`src/rtl/tsg_pkg.sv`:
```
package tsg_pkg;
    localparam int TSG_CNT_W     = 12;
    localparam int TSG_SLOT_W    = 6;
    localparam int TSG_SHIFT_W   = 3;
    localparam int TSG_WLEN_W    = 8;
    localparam int TSG_SLOT_BITS = 8;

    typedef enum logic [1:0] {
        WIN_IDLE,
        WIN_SEEK,
        WIN_OPEN,
        WIN_DONE
    } win_state_t;
endpackage

```
`src/rtl/tsg_frame_counter.sv`:
```
module tsg_frame_counter #(
    parameter int CNT_W = tsg_pkg::TSG_CNT_W
) (
    input  logic             clk,
    input  logic             rst_n,
    input  logic             bit_en,
    input  logic             fsync,
    output logic             sync_tick,
    output logic [CNT_W-1:0] pos,
    output logic [CNT_W-1:0] pos_next
);
    localparam logic [CNT_W-1:0] POS_MAX = {CNT_W{1'b1}};

    logic fs_q;

    // rising edge of frame sync, judged only on bit ticks
    assign sync_tick = bit_en && fsync && !fs_q;

    always_comb begin
        if (sync_tick) begin
            pos_next = '0;
        end else if (pos == POS_MAX) begin
            pos_next = POS_MAX;
        end else begin
            pos_next = pos + 1'b1;
        end
    end

    always_ff @(posedge clk or negedge rst_n) begin
        if (!rst_n) begin
            fs_q <= 1'b1;
            pos  <= POS_MAX;
        end else if (bit_en) begin
            fs_q <= fsync;
            pos  <= pos_next;
        end
    end
endmodule

```
`src/rtl/tsg_slot_window.sv`:
```
module tsg_slot_window
    import tsg_pkg::*;
#(
    parameter int CNT_W     = TSG_CNT_W,
    parameter int SLOT_W    = TSG_SLOT_W,
    parameter int SHIFT_W   = TSG_SHIFT_W,
    parameter int WLEN_W    = TSG_WLEN_W,
    parameter int SLOT_BITS = TSG_SLOT_BITS
) (
    input  logic               clk,
    input  logic               rst_n,
    input  logic               bit_en,
    input  logic               sync_tick,
    input  logic [CNT_W-1:0]   pos_next,
    input  logic [SLOT_W-1:0]  slot_in,
    input  logic [SHIFT_W-1:0] shift_in,
    input  logic [WLEN_W-1:0]  wlen_in,
    output logic               win
);
    localparam logic [CNT_W-1:0] SLOT_MUL = CNT_W'(SLOT_BITS);

    win_state_t          st_q, st_d;
    logic [WLEN_W-1:0]   rem_q, rem_d;
    logic [SLOT_W-1:0]   slot_q;
    logic [SHIFT_W-1:0]  shift_q;
    logic [WLEN_W-1:0]   wlen_q;
    logic [CNT_W-1:0]    start_in, start_q;

    assign start_in = CNT_W'(slot_in) * SLOT_MUL + CNT_W'(shift_in);
    assign start_q  = CNT_W'(slot_q)  * SLOT_MUL + CNT_W'(shift_q);

    // next-state logic: a frame edge overrides every state
    always_comb begin
        st_d  = st_q;
        rem_d = rem_q;
        if (sync_tick) begin
            if (start_in == '0) begin
                st_d  = WIN_OPEN;
                rem_d = wlen_in;
            end else begin
                st_d  = WIN_SEEK;
            end
        end else begin
            unique case (st_q)
                WIN_IDLE: st_d = WIN_IDLE;
                WIN_SEEK: begin
                    if (pos_next == start_q) begin
                        st_d  = WIN_OPEN;
                        rem_d = wlen_q;
                    end
                end
                WIN_OPEN: begin
                    if (rem_q == '0) begin
                        st_d = WIN_DONE;
                    end else begin
                        rem_d = rem_q - 1'b1;
                    end
                end
                WIN_DONE: st_d = WIN_DONE;
                default:  st_d = WIN_IDLE;
            endcase
        end
    end

    // state register and settings captured at the frame edge
    always_ff @(posedge clk or negedge rst_n) begin
        if (!rst_n) begin
            st_q    <= WIN_IDLE;
            rem_q   <= '0;
            slot_q  <= '0;
            shift_q <= '0;
            wlen_q  <= '0;
        end else if (bit_en) begin
            st_q  <= st_d;
            rem_q <= rem_d;
            if (sync_tick) begin
                slot_q  <= slot_in;
                shift_q <= shift_in;
                wlen_q  <= wlen_in;
            end
        end
    end

    // output decode
    always_comb begin
        win = (st_q == WIN_OPEN);
    end
endmodule

```
`src/rtl/tsg_slot_gate.sv`:
```
module tsg_slot_gate
    import tsg_pkg::*;
#(
    parameter int CNT_W     = TSG_CNT_W,
    parameter int SLOT_W    = TSG_SLOT_W,
    parameter int SHIFT_W   = TSG_SHIFT_W,
    parameter int WLEN_W    = TSG_WLEN_W,
    parameter int SLOT_BITS = TSG_SLOT_BITS
) (
    input  logic               clk,
    input  logic               rst_n,
    input  logic               bit_en,
    input  logic               fsync,
    input  logic [SLOT_W-1:0]  rx_slot,
    input  logic [SHIFT_W-1:0] rx_shift,
    input  logic [WLEN_W-1:0]  rx_wlen,
    input  logic [SLOT_W-1:0]  tx_slot,
    input  logic [SHIFT_W-1:0] tx_shift,
    input  logic [WLEN_W-1:0]  tx_wlen,
    input  logic               rx_din,
    input  logic               tx_din,
    output logic               rx_win,
    output logic               rx_valid,
    output logic               rx_dout,
    output logic               tx_win,
    output logic               tx_oe,
    output logic               tx_pin,
    output logic [CNT_W-1:0]   frame_bit
);
    localparam int NDIR = 2;   // index 0 receive, 1 transmit

    logic               sync_tick;
    logic [CNT_W-1:0]   pos_next;
    logic [SLOT_W-1:0]  slot_a  [NDIR];
    logic [SHIFT_W-1:0] shift_a [NDIR];
    logic [WLEN_W-1:0]  wlen_a  [NDIR];
    logic               win_a   [NDIR];

    assign slot_a[0]  = rx_slot;
    assign slot_a[1]  = tx_slot;
    assign shift_a[0] = rx_shift;
    assign shift_a[1] = tx_shift;
    assign wlen_a[0]  = rx_wlen;
    assign wlen_a[1]  = tx_wlen;

    tsg_frame_counter #(
        .CNT_W (CNT_W)
    ) u_cnt (
        .clk       (clk),
        .rst_n     (rst_n),
        .bit_en    (bit_en),
        .fsync     (fsync),
        .sync_tick (sync_tick),
        .pos       (frame_bit),
        .pos_next  (pos_next)
    );

    for (genvar g = 0; g < NDIR; g++) begin : g_dir
        tsg_slot_window #(
            .CNT_W     (CNT_W),
            .SLOT_W    (SLOT_W),
            .SHIFT_W   (SHIFT_W),
            .WLEN_W    (WLEN_W),
            .SLOT_BITS (SLOT_BITS)
        ) u_win (
            .clk       (clk),
            .rst_n     (rst_n),
            .bit_en    (bit_en),
            .sync_tick (sync_tick),
            .pos_next  (pos_next),
            .slot_in   (slot_a[g]),
            .shift_in  (shift_a[g]),
            .wlen_in   (wlen_a[g]),
            .win       (win_a[g])
        );
    end

    assign rx_win   = win_a[0];
    assign tx_win   = win_a[1];
    assign rx_valid = rx_win && bit_en;
    assign rx_dout  = rx_win && rx_din;
    assign tx_oe    = tx_win;
    assign tx_pin   = tx_win && tx_din;
endmodule

```
`config.mk`:
```
export PLATFORM = sky130hd
export DESIGN_NAME = tsg_slot_gate
export DESIGN_NICKNAME = d
export VERILOG_FILES = /design/src/rtl/tsg_pkg.sv /design/src/rtl/tsg_frame_counter.sv /design/src/rtl/tsg_slot_window.sv /design/src/rtl/tsg_slot_gate.sv
export SDC_FILE = /design/constraint.sdc
export NUM_CORES = 1
export LEC_CHECK = 0
export BUFFER_PORTS_ARGS = -buffer_cell sky130_fd_sc_hd__buf_2
export CAP_MARGIN = 10
export CORE_MARGIN = 2
export CORE_UTILIZATION = 40
export CTS_BUF_LIST = sky130_fd_sc_hd__clkbuf_4
export CTS_CLUSTER_DIAMETER = 150
export DETAILED_ROUTE_END_ITERATION = 16
export GPL_TIMING_DRIVEN = 0
export SYNTH_ARGS = -nofsm -noshare
export SYNTH_HDL_FRONTEND = slang
export SYNTH_SLANG_ARGS = --single-unit
```
`constraint.sdc`:
```
create_clock -name clk -period 5.4 [get_ports clk]
set_clock_uncertainty 0.1 [all_clocks]
set_input_delay 0.27 -clock clk [delete_from_list [all_inputs] [get_ports clk]]
set_output_delay 0.27 -clock clk [all_outputs]
set_load 0.02 [all_outputs]
```
== Yosys cells after proc, flatten, opt, wreduce, memory -nomap -nowiden ==
Index checks and enable logic that the tools add are counted.
Word-level totals
  register bits: 67
  latch bits: 0
  bits in writable memories: 0
  bits in read-only memories: 0
  bits of input ports: 40
  output and inout bits: 18
  word-level logic and storage cells: 77
  memories: 0
Operators by class
  add/sub/neg operators: 7
  multiply operators: 0
  div/mod/pow operators: 0
  magnitude comparators: 0
  eq/ne operators: 17
  shifts and indexed selects: 0
  mux-type cells: 22
  bitwise gates (word level): 0
  reductions and logical operators: 19
Operator list (count)
  8-bit two-way mux: 8
  9-bit by 3-bit adder with 10-bit output: 4
  8-bit case mux with 2 select lines: 2
  12-bit == test: 2
  12-bit zero test: 2
  12-bit two-way mux: 2
  8-bit zero test: 2
  2-bit two-way mux: 8
  2-bit case mux with 4 select lines: 2
  8-bit by 1-bit subtractor with 8-bit output (second input constant): 2
  12-bit by 1-bit adder with 12-bit output (second input constant): 1
  12-bit == test (second input constant): 1
  5-bit AND reduction: 2
  3-bit by 1-bit inequality test with 1-bit output (second input constant): 3
  2-bit == test (second input constant): 4
  3-bit by 2-bit inequality test with 1-bit output (second input constant): 2
  3-bit AND reduction: 2
  3-bit nonzero test: 2
  1-bit logical AND: 5
  2-bit by 1-bit == test with 1-bit output (second input constant): 2
  2-bit zero test: 2
  3-bit inequality test (second input constant): 1
  2-bit by 1-bit inequality test with 1-bit output (second input constant): 1
  2-bit inequality test (second input constant): 1
  other kinds (2): 2

== Longest topological paths before layout ==
  word-level depth: 7
  mapped depth: 12
  depth with buffers taken out: 9

== By module ==
From an unflattened synthesis, not the netlist that was laid out.
Second synthesis, totals
  cell total of the unflattened synthesis: 424
  area total of the unflattened synthesis: 4172.8 µm²
Modules (own cells, without submodules)
  tsg_slot_window: times used 2, cells each 151, area each 1535.2 µm²
  tsg_frame_counter: times used 1, cells each 118, area each 1076.0 µm²
  tsg_slot_gate: times used 1, cells each 4, area each 26.3 µm²

== Worst setup path after synthesis ==
OpenSTA, ideal clock, no wires.
  path kind: flip-flop to flip-flop
  start point: reg u_cnt.pos[0]
  end point: reg g_dir[1].u_win.rem_q[5]
  arrival time: 2.624 ns
  required time: 5.175 ns
  setup slack: 2.551 ns
  cell stages (with the launch flop): 12
  path buffers: 3
  path through: dfstp_2 > ha_1 > buf_2 > and4_4 > buf_6 > a41o_1 > or3_1 > nand4b_1 > nor4_2 > a31oi_2 > buf_6 > mux2_4
Between the ends
  longest elaborated chain between the ends: 6
  elaborated cells on any way between the ends: 7
RTL lines
  from (decl): RTL line tsg_frame_counter.sv:9  | output logic [CNT_W-1:0] pos,
  from (signal assigned): RTL line tsg_frame_counter.sv:35  | pos <= pos_next;
  12-bit by 1-bit adder with 12-bit output / 12-bit == test (equally long branches): RTL line tsg_frame_counter.sv:25, tsg_frame_counter.sv:22
  12-bit two-way mux *: RTL line tsg_frame_counter.sv:22  | end else if (pos == POS_MAX) begin
  12-bit two-way mux *: RTL line tsg_frame_counter.sv:20  | if (sync_tick) begin
  12-bit == test *: RTL line tsg_slot_window.sv:47  | if (pos_next == start_q) begin
  3-bit by 2-bit inequality test with 1-bit output (no source line) *
  5-bit AND reduction (no source line) *
  to (signal assigned): RTL line tsg_slot_window.sv:75  | rem_q <= rem_d;
  to (decl): RTL line tsg_slot_window.sv:23  | logic [WLEN_W-1:0] rem_q, rem_d;
Mark *: on every way between the ends. The rest lies on a longest branch, timed or not.
A chain may end at the register's enable or synchronous reset.

== Final worst setup path ==
Ends and elaborated chain as after synthesis.

==> metrics.yaml <==
status:
  outcome: "finished, final reports clean"
global_routing:
  grt_pass1_vias: 3941
  grt_usage_pct: 21.5
  grt-ovfl-total: 0
  grt_pass1_wl_um: 19200
  antenna_found_initial: 0
  grt_max_degree: 68
pwr:
  p_leak_nw: 2.34
  powerDensity_mw_per_mm2: 387
  ir_drop_mv: 0.161
clocking:
  cts_tree: "built"
  cts_buffers: 9
  cts-htree-levels: 3
  cts_resized: 0
  clock_path_buffers: 2
  clk_pin_slew_ns: 0.12
  cts_setup_buffers: 0
  insertion_delay_ns: 0.42
  cts-hold-fix-buffers: 35
  clockRootBuffer: "clkbuf_4"
  clock_sinks: 67
floorplanning:
  num_rows: 37
  die_area_mm2: 0.0112
  io_pins: 58
  die_w_um: 106
  start_util_pct: 40.6
  dieHeight_um: 106
  core_area_mm2: 0.0102
place:
  finalWeightedCongestion: 0.868
  portBuffers: 57
  dp.final_hpwl_um: 7940
  place_area_mm2: 0.00459
  place_inst: 684
cells_and_area:
  final_cells: 735
  drive_gt1_share_pct: 19.9
  final_common_cell: "nand2_1"
  nNetsFinal: 643
  utilization_pct: 49.6
  mostFrequentLayoutCells: "nand2_1, buf_2, dfrtp_1"
  stdcell_area_mm2: 0.00505
  synthToLayoutAreaGrowth_pct: 22.3
  diodes: 0
setup_path:
  required_ns: 5.61
  start_kind: "register"
  critPathCapture: "g_dir[1].u_win.rem_q[5]"
  critPathKind: "register to register"
  endpoint_kind: "register"
  crit_fanout: 10
  worstSetupPathDepth: 10
  cp_top_family: "simple AND/OR/NAND/NOR gates"
  critPathLaunch: "u_cnt.pos[0]"
  ff2ff_setup_slack_ns: 1.99
  crit_path_cell_trace: "ha_1 > buf_2 > nand4_1 > nor3_1 > o21ai_1 > xnor2_1 > nor4_2 > a31oi_2 > buf_6 > mux2_4"
  cp.buffers_inverters: 2
  slowest_stage: "dfstp_2"
  r2r_start: "u_cnt.pos[0]"
  cpPeakStageDelay_ns: 0.61
  crit_arrival_ns: 3.63
  r2r_cells: 10
  reg2reg_to: "g_dir[1].u_win.rem_q[5]"
drt:
  met1_length_um: 5110
  drt_wl_total_um: 11400
  drt_pass1_iterations: 5
  wl_met2_um: 5470
  via_per_inst: 5.44
  drc: 0
  highest-signal-layer: "met4"
  met3WireLength_um: 535
  drt-wirelength-per-cell_um: 15.5
  antenna_left: 0
  drt_iter0_drc: 230
  vias: 4000
yosys:
  syn_area_per_cell_um2: 8.42
  yosysUniqueCellTypes: 60
  syn_area_mm2: 0.00413
  synth_top_flop_cell: "dfrtp_1"
  yosys_warnings: 0
  synth_edf_count: 0
  synth_seq_cells: 67
  synthArstFlopShare_pct: 100
  synth_top_area_share_pct: 32.7
  syn-instance-count: 491
  yosys.area.top_type: "dfrtp_1"
  synthTopCellsByArea: "dfrtp_1, nand2_1, dfstp_2"
  ys_seq_area_share_pct: 41.0
  syn-num-nets: 540
timing:
  slew_headroom_pct: 42.5
  hold_viol: 0
  worst_pin_slew_ns: 0.863
  period_needed_ns: 3.41
  setup_tns_ns: 0
  drv_slew: 0
  setup_violations: 0
  max_freq_ghz: 0.293
  timing.final.crit_share_pct: 63.2
  rsz0062_at_grt: "no"
worst_hold_path:
  hp-class: "primary input to register"
job:
  maxCapViolCount: 0
[worst reg2reg max path, stage by stage (launching register included)]
cell and delay [ns]:
dfstp_2 0.61, ha_1 0.16, buf_2 0.19, nand4_1 0.21, nor3_1 0.51, o21ai_1 0.22, xnor2_1 0.19, nor4_2 0.36
a31oi_2 0.25, buf_6 0.21, mux2_4 0.29
[synth_stat cells, types with 3 or more instances]
master	number
buf_2	7
ha_1	9
nand4_1	7
mux2_1	8
clkbuf_1	13
inv_1	15
mux2_2	5
o21ai_1	3
xnor2_1	11
nor4b_1	3
o221ai_1	3
buf_6	5
mux2i_1	3
dfrtp_1	54
and2_1	5
nand3_1	14
nor3_1	10
a31oi_1	9
nand2b_1	4
nor2_1	20
or3_1	6
buf_1	6
dfstp_2	13
nand2_1	130
o31ai_1	5
nor4_1	10
o21ai_0	34
o22ai_1	3
a21oi_1	25
xor2_1	7
[cell type report]
cell class	count	area (µm²)
well taps	136	170
repair buffers	92	638
inverters	15	56.3
clock inverters	5	30.0
multi-input cells	377	2210
clock buffers	11	82.6
plain buffers	32	170
fillers	1019	5130
flip-flops and latches	67	1690
[routing by layer]
metal	GRT usage (%)	vias up
met5	0	-
met3	4.02	26
li1	-	1930
met2	36.0	127
met4	8.93	0
met1	27.3	1917
[logic make-up (layout without fill, tap and decap cells)]
family	count (synthesis)	in the layout	synth area share [%]
DFF	67	67	41.0
muxes	18	18	4.99
buffers and inverters	47	155	5.48
AOI/OAI and AO/OA	105	105	16.2
adders and majority gates	9	9	2.72
and+or+nand+nor	227	227	25.8
xor gates and xnor gates	18	18	3.81
[report_power, final]
group / internal (mW) / switching (mW)
registers: 0.649 / 0.137
logic: 0.388 / 0.488
clock network: 0.103 / 0.192
[through the flow]
stage	power (mW)	setup slack, ns	hold slack, ns
3_5_place_dp	1.64	2.10	0.346
3_3_place_gp	1.62	2.07	0.353
6_report	1.96	1.99	0.0151
4_1_cts	1.97	2.04	0.00358
2_1_floorplan	1.42	2.55	-0.126
5_1_grt	2.12	1.85	0.0187
[registers in the layout, indices dropped and copies added (netlist names)]
| register | count |
|---|---|
| u_cnt.pos | 12 |
| u_cnt.fs_q | 1 |
| g_dir.u_win.rem_q | 16 |
| g_dir.u_win.slot_q | 12 |
| g_dir.u_win.shift_q | 6 |
| g_dir.u_win.st_q | 4 |
| g_dir.u_win.wlen_q | 16 |
[worst min path at each step]
stage	from	endpoint	slack [ns]	cells after the start
CTS	tx_slot[4]	g_dir[1].u_win.slot_q[4]	0.004	3
global placement	g_dir[0].u_win.wlen_q[4]	g_dir[0].u_win.wlen_q[4]	0.35	2
floorplan	rst_n	g_dir[0].u_win.rem_q[0]	-0.13	0
global route	tx_slot[4]	g_dir[1].u_win.slot_q[4]	0.02	3
finish	tx_slot[4]	g_dir[1].u_win.slot_q[4]	0.02	3
detailed placement	rst_n	g_dir[0].u_win.slot_q[5]	0.35	1
Power figures use the tool's default switching activity.
